`src/rtl/irq_sec_filter.sv`:
```
module irq_sec_filter #(
  parameter int NUM_IRQ = 64,
  parameter bit SEC_EXT = 1'b1
) (
  input  logic        clk,
  input  logic        rst_n,
  input  logic        bus_sel,
  input  logic        bus_wr,
  input  logic        bus_secure,
  input  logic [31:0] bus_addr,
  input  logic [31:0] bus_wdata,
  output logic [31:0] bus_rdata
);
  localparam int NW  = NUM_IRQ / 32;
  localparam int NP  = NUM_IRQ / 4;
  localparam int WIW = $clog2(NW);
  localparam int PIW = $clog2(NP);

  logic [NUM_IRQ-1:0]   en, pend, act, tgt;
  logic [NUM_IRQ*8-1:0] prio;

  logic [11:0] off;
  logic [4:0]  grp;
  logic        in_main, in_alias, ok, eff_s, vis_all, b_ok, p_ok;
  logic [WIW-1:0] widx;
  logic [PIW-1:0] pidx;
  logic [31:0] tw, vm, pm, ew, pw, aw, prw, wm, pwm, rd_val;

  assign off      = bus_addr[11:0];
  assign grp      = off[11:7];
  assign in_main  = bus_addr[31:12] == 20'hE000E;
  assign in_alias = bus_addr[31:12] == 20'hE002E;
  assign ok       = bus_sel && (in_main || (SEC_EXT && in_alias && bus_secure));
  assign eff_s    = SEC_EXT && in_main && bus_secure;
  assign vis_all  = !SEC_EXT || eff_s;
  assign b_ok     = ok && grp >= 5'd2 && grp <= 5'd7 && {27'd0, off[6:2]} < NW;
  assign p_ok     = ok && off[11:10] == 2'b01 && {24'd0, off[9:2]} < NP;
  assign widx     = off[2 +: WIW];
  assign pidx     = off[2 +: PIW];

  assign tw  = tgt[{widx, 5'd0} +: 32];
  assign vm  = {32{vis_all}} | tw;
  assign ew  = en[{widx, 5'd0} +: 32];
  assign pw  = pend[{widx, 5'd0} +: 32];
  assign aw  = act[{widx, 5'd0} +: 32];
  assign prw = prio[{pidx, 5'd0} +: 32];
  assign wm  = bus_wdata & vm;
  assign pwm = bus_wdata & pm;

  for (genvar j = 0; j < 4; j++) begin : g_lane
    assign pm[8*j +: 8] = {8{vis_all | tgt[{pidx, 2'(j)}]}};
  end

  always_comb begin
    rd_val = '0;
    if (b_ok) begin
      case (grp)
        5'd2, 5'd3: rd_val = ew & vm;
        5'd4, 5'd5: rd_val = pw & vm;
        5'd6:       rd_val = aw & vm;
        default:    rd_val = eff_s ? tw : '0;
      endcase
    end else if (p_ok) begin
      rd_val = prw & pm;
    end
  end

  always_ff @(posedge clk or negedge rst_n) begin
    if (!rst_n) begin
      en        <= '0;
      pend      <= '0;
      act       <= '0;
      tgt       <= '0;
      prio      <= '0;
      bus_rdata <= '0;
    end else begin
      bus_rdata <= (bus_sel && !bus_wr) ? rd_val : '0;
      if (bus_wr && b_ok) begin
        case (grp)
          5'd2:    en[{widx, 5'd0} +: 32]   <= ew | wm;
          5'd3:    en[{widx, 5'd0} +: 32]   <= ew & ~wm;
          5'd4:    pend[{widx, 5'd0} +: 32] <= pw | wm;
          5'd5:    pend[{widx, 5'd0} +: 32] <= pw & ~wm;
          5'd6:    act[{widx, 5'd0} +: 32]  <= (aw & ~vm) | wm;
          default: if (eff_s) tgt[{widx, 5'd0} +: 32] <= bus_wdata;
        endcase
      end
      if (bus_wr && p_ok)
        prio[{pidx, 5'd0} +: 32] <= (prw & ~pm) | pwm;
    end
  end
endmodule

```
`config.mk`:
```
export PLATFORM = sky130hd
export DESIGN_NAME = irq_sec_filter
export DESIGN_NICKNAME = d
export VERILOG_FILES = /design/src/rtl/irq_sec_filter.sv
export SDC_FILE = /design/constraint.sdc
export NUM_CORES = 2
export LEC_CHECK = 0
export CORE_MARGIN = 3
export CORE_UTILIZATION = 62
export DETAILED_ROUTE_END_ITERATION = 8
export HOLD_SLACK_MARGIN = 0.15
export PLACE_DENSITY = 0.8
export SYNTH_ARGS = -nofsm -noshare
export SYNTH_HDL_FRONTEND = slang
export SYNTH_SLANG_ARGS = --single-unit
```
`constraint.sdc`:
```
create_clock -name clk -period 3.35 [get_ports clk]
set_clock_uncertainty 0.2 [all_clocks]
set_input_delay 0.67 -clock clk [delete_from_list [all_inputs] [get_ports clk]]
set_output_delay 0.67 -clock clk [all_outputs]
set_load 0.05 [all_outputs]
```
==> results.md <==
* Largest net degree at the start of global routing at 90
* Place WS at -0.468 ns
* Final #Nets at 3773
* Required time of the critical path at 3.69 ns
* Final GP Congestion at 0.920
* Pint at 15400 uW
* Period minus WS final at 3.15 ns
* Syn Area/Cell at 10.5 sq um
* Largest buffer count on any clock path at 3
* Synth Instances at 3559
* Vias in the first global route at 32.1k
* Total GRT Usage at 0.367
* Crit end category: flop
* CP top delay family: buffers and inverters
* Initial antenna violation count at 1
* Post-DP HPWL at 73000 microns
* Worst-path fanout max at 36
* Synthesis Warnings at 0
* Clk pwr share at 0.450
* Drt wl/cell at 25.6 microns
* Post-synth top area cell: dfrtp_1
* Fin cells at 4536
* GR Overflow Total at 0
* Startpoint class of the critical path: input port
* RSZ-0062 raised after global routing: no
* Io pins at 101
* Chip width at 252 microns
* CORE AREA at 59500 sq um
* Comb power frac at 0.068
* Area of the multi-input gates at 16300 sq um
* Hold crit path type: reg -> reg
* Post-route clock period utilization at 0.940
* Final Hold Fails at 0
* First-pass DRT Iterations at 8
* Setup CP Type: in -> reg
* Seq. cell area at 20000 sq um
* Max-cap viol count at 0
* Crit path DAT at 3.49 ns
* Wire length after detailed routing at 116000 microns
* Post-Syn Nets at 3631
* Clk sink count at 800
* First-pass GRT wire length at 179000 microns
* Primary FF master, synth: dfrtp_1
* Worst-margin pin slew at 0.906 ns
* Slew Viols, Final at 0
* Vias per cell at 6.78
* Post-synthesis sequential area ratio at 0.534
* Final ANT Viol Nets at 0
* CTS tree: built
* Ys async rst share at 1.00
* Mapped Area at 37500 sq um
* #FFs+latches synth at 800
* Critical-path top delay cell: nor2_1
* DR vias at 30.7k
* Hold WS at 0.276 ns
* Top post-synthesis cells by count: 800 x dfrtp_1, 731 x nand2_1, 604 x o21ai_0, 222 x mux2i_1, 179 x clkbuf_1
* Reg2reg start: tgt[39]$_DFFE_PN0P_
* Crit-path max cell delay at 0.54 ns
* Crit path buf inv count at 5
* Main area contributors after synthesis: dfrtp_1 53%, o21ai_0 8.1%, nand2_1 7.3%
* Max VDD drop at 0.462 mV
* Critical path origin: bus_addr[3]
* Final core utilization at 0.737
* Most frequent cell after synthesis: dfrtp_1
* P&R area growth vs syn at 16.8%
* P per Cell Area at 458 nW/um^2
* 1st-iter DRT viols at 3440
* Top cell type's share of synthesized area at 0.534
* Sequential share of power at 0.482
* Crit-path cells: buf_4, buf_4, buf_4, nand2b_2, buf_12, o221ai_1, o22ai_1, nor2_1, mux2i_4, buf_12, o21ai_0
* Cell Rows at 89
* Initial core utilization at 0.631
* Fin worst setup slack at 0.200 ns
* Switching power at 4660 uW
* Die Ht at 252 microns
* Residual DRC at 0
* Status: finished clean
* Max-Slew Margin vs Limit at 0.391
* Num CTS Buffers at 80
* Final count of negative-setup-slack endpoints at 0
* LEAKAGE at 0.0198 uW
* Layout cells sized above 1 at 0.166
* EDFF count, synth at 0
* PortBufs at 98
* Clk_lat worst skew at 0.63 ns
* Clock slew seen by the registers of the worst setup and hold paths at 0.06 ns
* DIE AREA at 63500 sq um
* H-tree Lvls at 3
* Max Clock Freq at 0.317 GHz
* Placed cells at 4386
* Clock root cell: clkbuf_16
* Net Sw Frac at 0.232
* Filler Cells Inserted at 3834
* Setup TNS at 0 ns
* Synth cell types at 58
* Most used cell, CP: buf_4
* Hold Path Origin: prio[473]$_DFFE_PN0P_
[area by class of cell]
type / instances / share of cell area
antenna: 1 / 0.0000571
clock buffer: 120 / 0.0554
clock inverter: 23 / 0.00503
inverter: 5 / 0.000428
multi-input combinational: 2468 / 0.372
sequential: 800 / 0.457
tap: 773 / 0.0221
timing repair buffer: 346 / 0.0880
[path summary, 6_finish.rpt]
check	to	slack, ns	cells past startpoint
max	prio[49]$_DFFE_PN0P_	0.20	11
min	prio[473]$_DFFE_PN0P_	0.28	2
max reg2reg	prio[383]$_DFFE_PN0P_	0.43	7
min reg2reg	prio[473]$_DFFE_PN0P_	0.28	2
max in group asynchronous	prio[183]$_DFFE_PN0P_	1.55	3
min in group asynchronous	en[40]$_DFFE_PN0P_	0.41	2
[cell families after synthesis]
kind of cell / synth area share
compound gates: 0.151
fa+ha+maj: 0.00100
buf+inv: 0.0344
flops: 0.534
mux: 0.169
simple gates: 0.111
[through the flow]
step                      instance area (sq um)  power, uW
final                                     43800      20100
after global routing                      43800      20600
after CTS                                 43800      20100
after detailed placement                  41100      11200
after global placement                    41100      11100
after floorplan                           37500      10400
[timing repair]
action,in CTS,in global routing
setup endpoints to repair,0,74
hold buffers,1,0
gates resized for setup,0,1
endpoints found under the hold margin,48,0
setup buffers,0,5
[worst min-delay path, cell delays in order, from the launching register on]
cell	delay [ns]
dfrtp_1	0.34
nand2_1	0.05
o21ai_0	0.06
[cells in the final DEF, fill, tap and decap left out, types with 32 or more instances in the layout]
cell / instances
nor2_1: 104
mux2_2: 103
dfrtp_1: 800
a21boi_0: 32
o21ai_0: 604
o221ai_1: 60
mux2_1: 60
a32o_1: 32
o21ai_1: 142
nand2_1: 731
buf_4: 167
mux2i_1: 222
mux4_2: 77
a21oi_1: 36
clkbuf_16: 84
buf_12: 81
clkdlybuf4s50_1: 93
nand2b_1: 33
[flip-flops by register name (all words and copies together), names as in the netlist]
name       cells
act           64
bus_rdata     32
en            64
pend          64
prio         512
tgt           64
[power groups by stage]
stage / Combinational (uW) / Sequential [uW] / Clock, uW
after floorplan: 582 / 9840 / 0
after global placement: 1300 / 9840 / 0
after detailed placement: 1330 / 9840 / 0
after CTS: 1340 / 9660 / 9090
after global routing: 1440 / 9660 / 9480
final: 1370 / 9660 / 9040
[layer usage]
| layer | part of all wire | track usage | up-vias |
|---|---|---|---|
| met2 | 0.46 | 0.578 | 1957 |
| met1 | 0.37 | 0.471 | 15300 |
| met5 | 0 | 0 | - |
| li1 | - | - | 12900 |
| met4 | 0.067 | 0.223 | 0 |
| met3 | 0.10 | 0.0773 | 575 |
No activity file was read; power rests on OpenSTA's default activity.
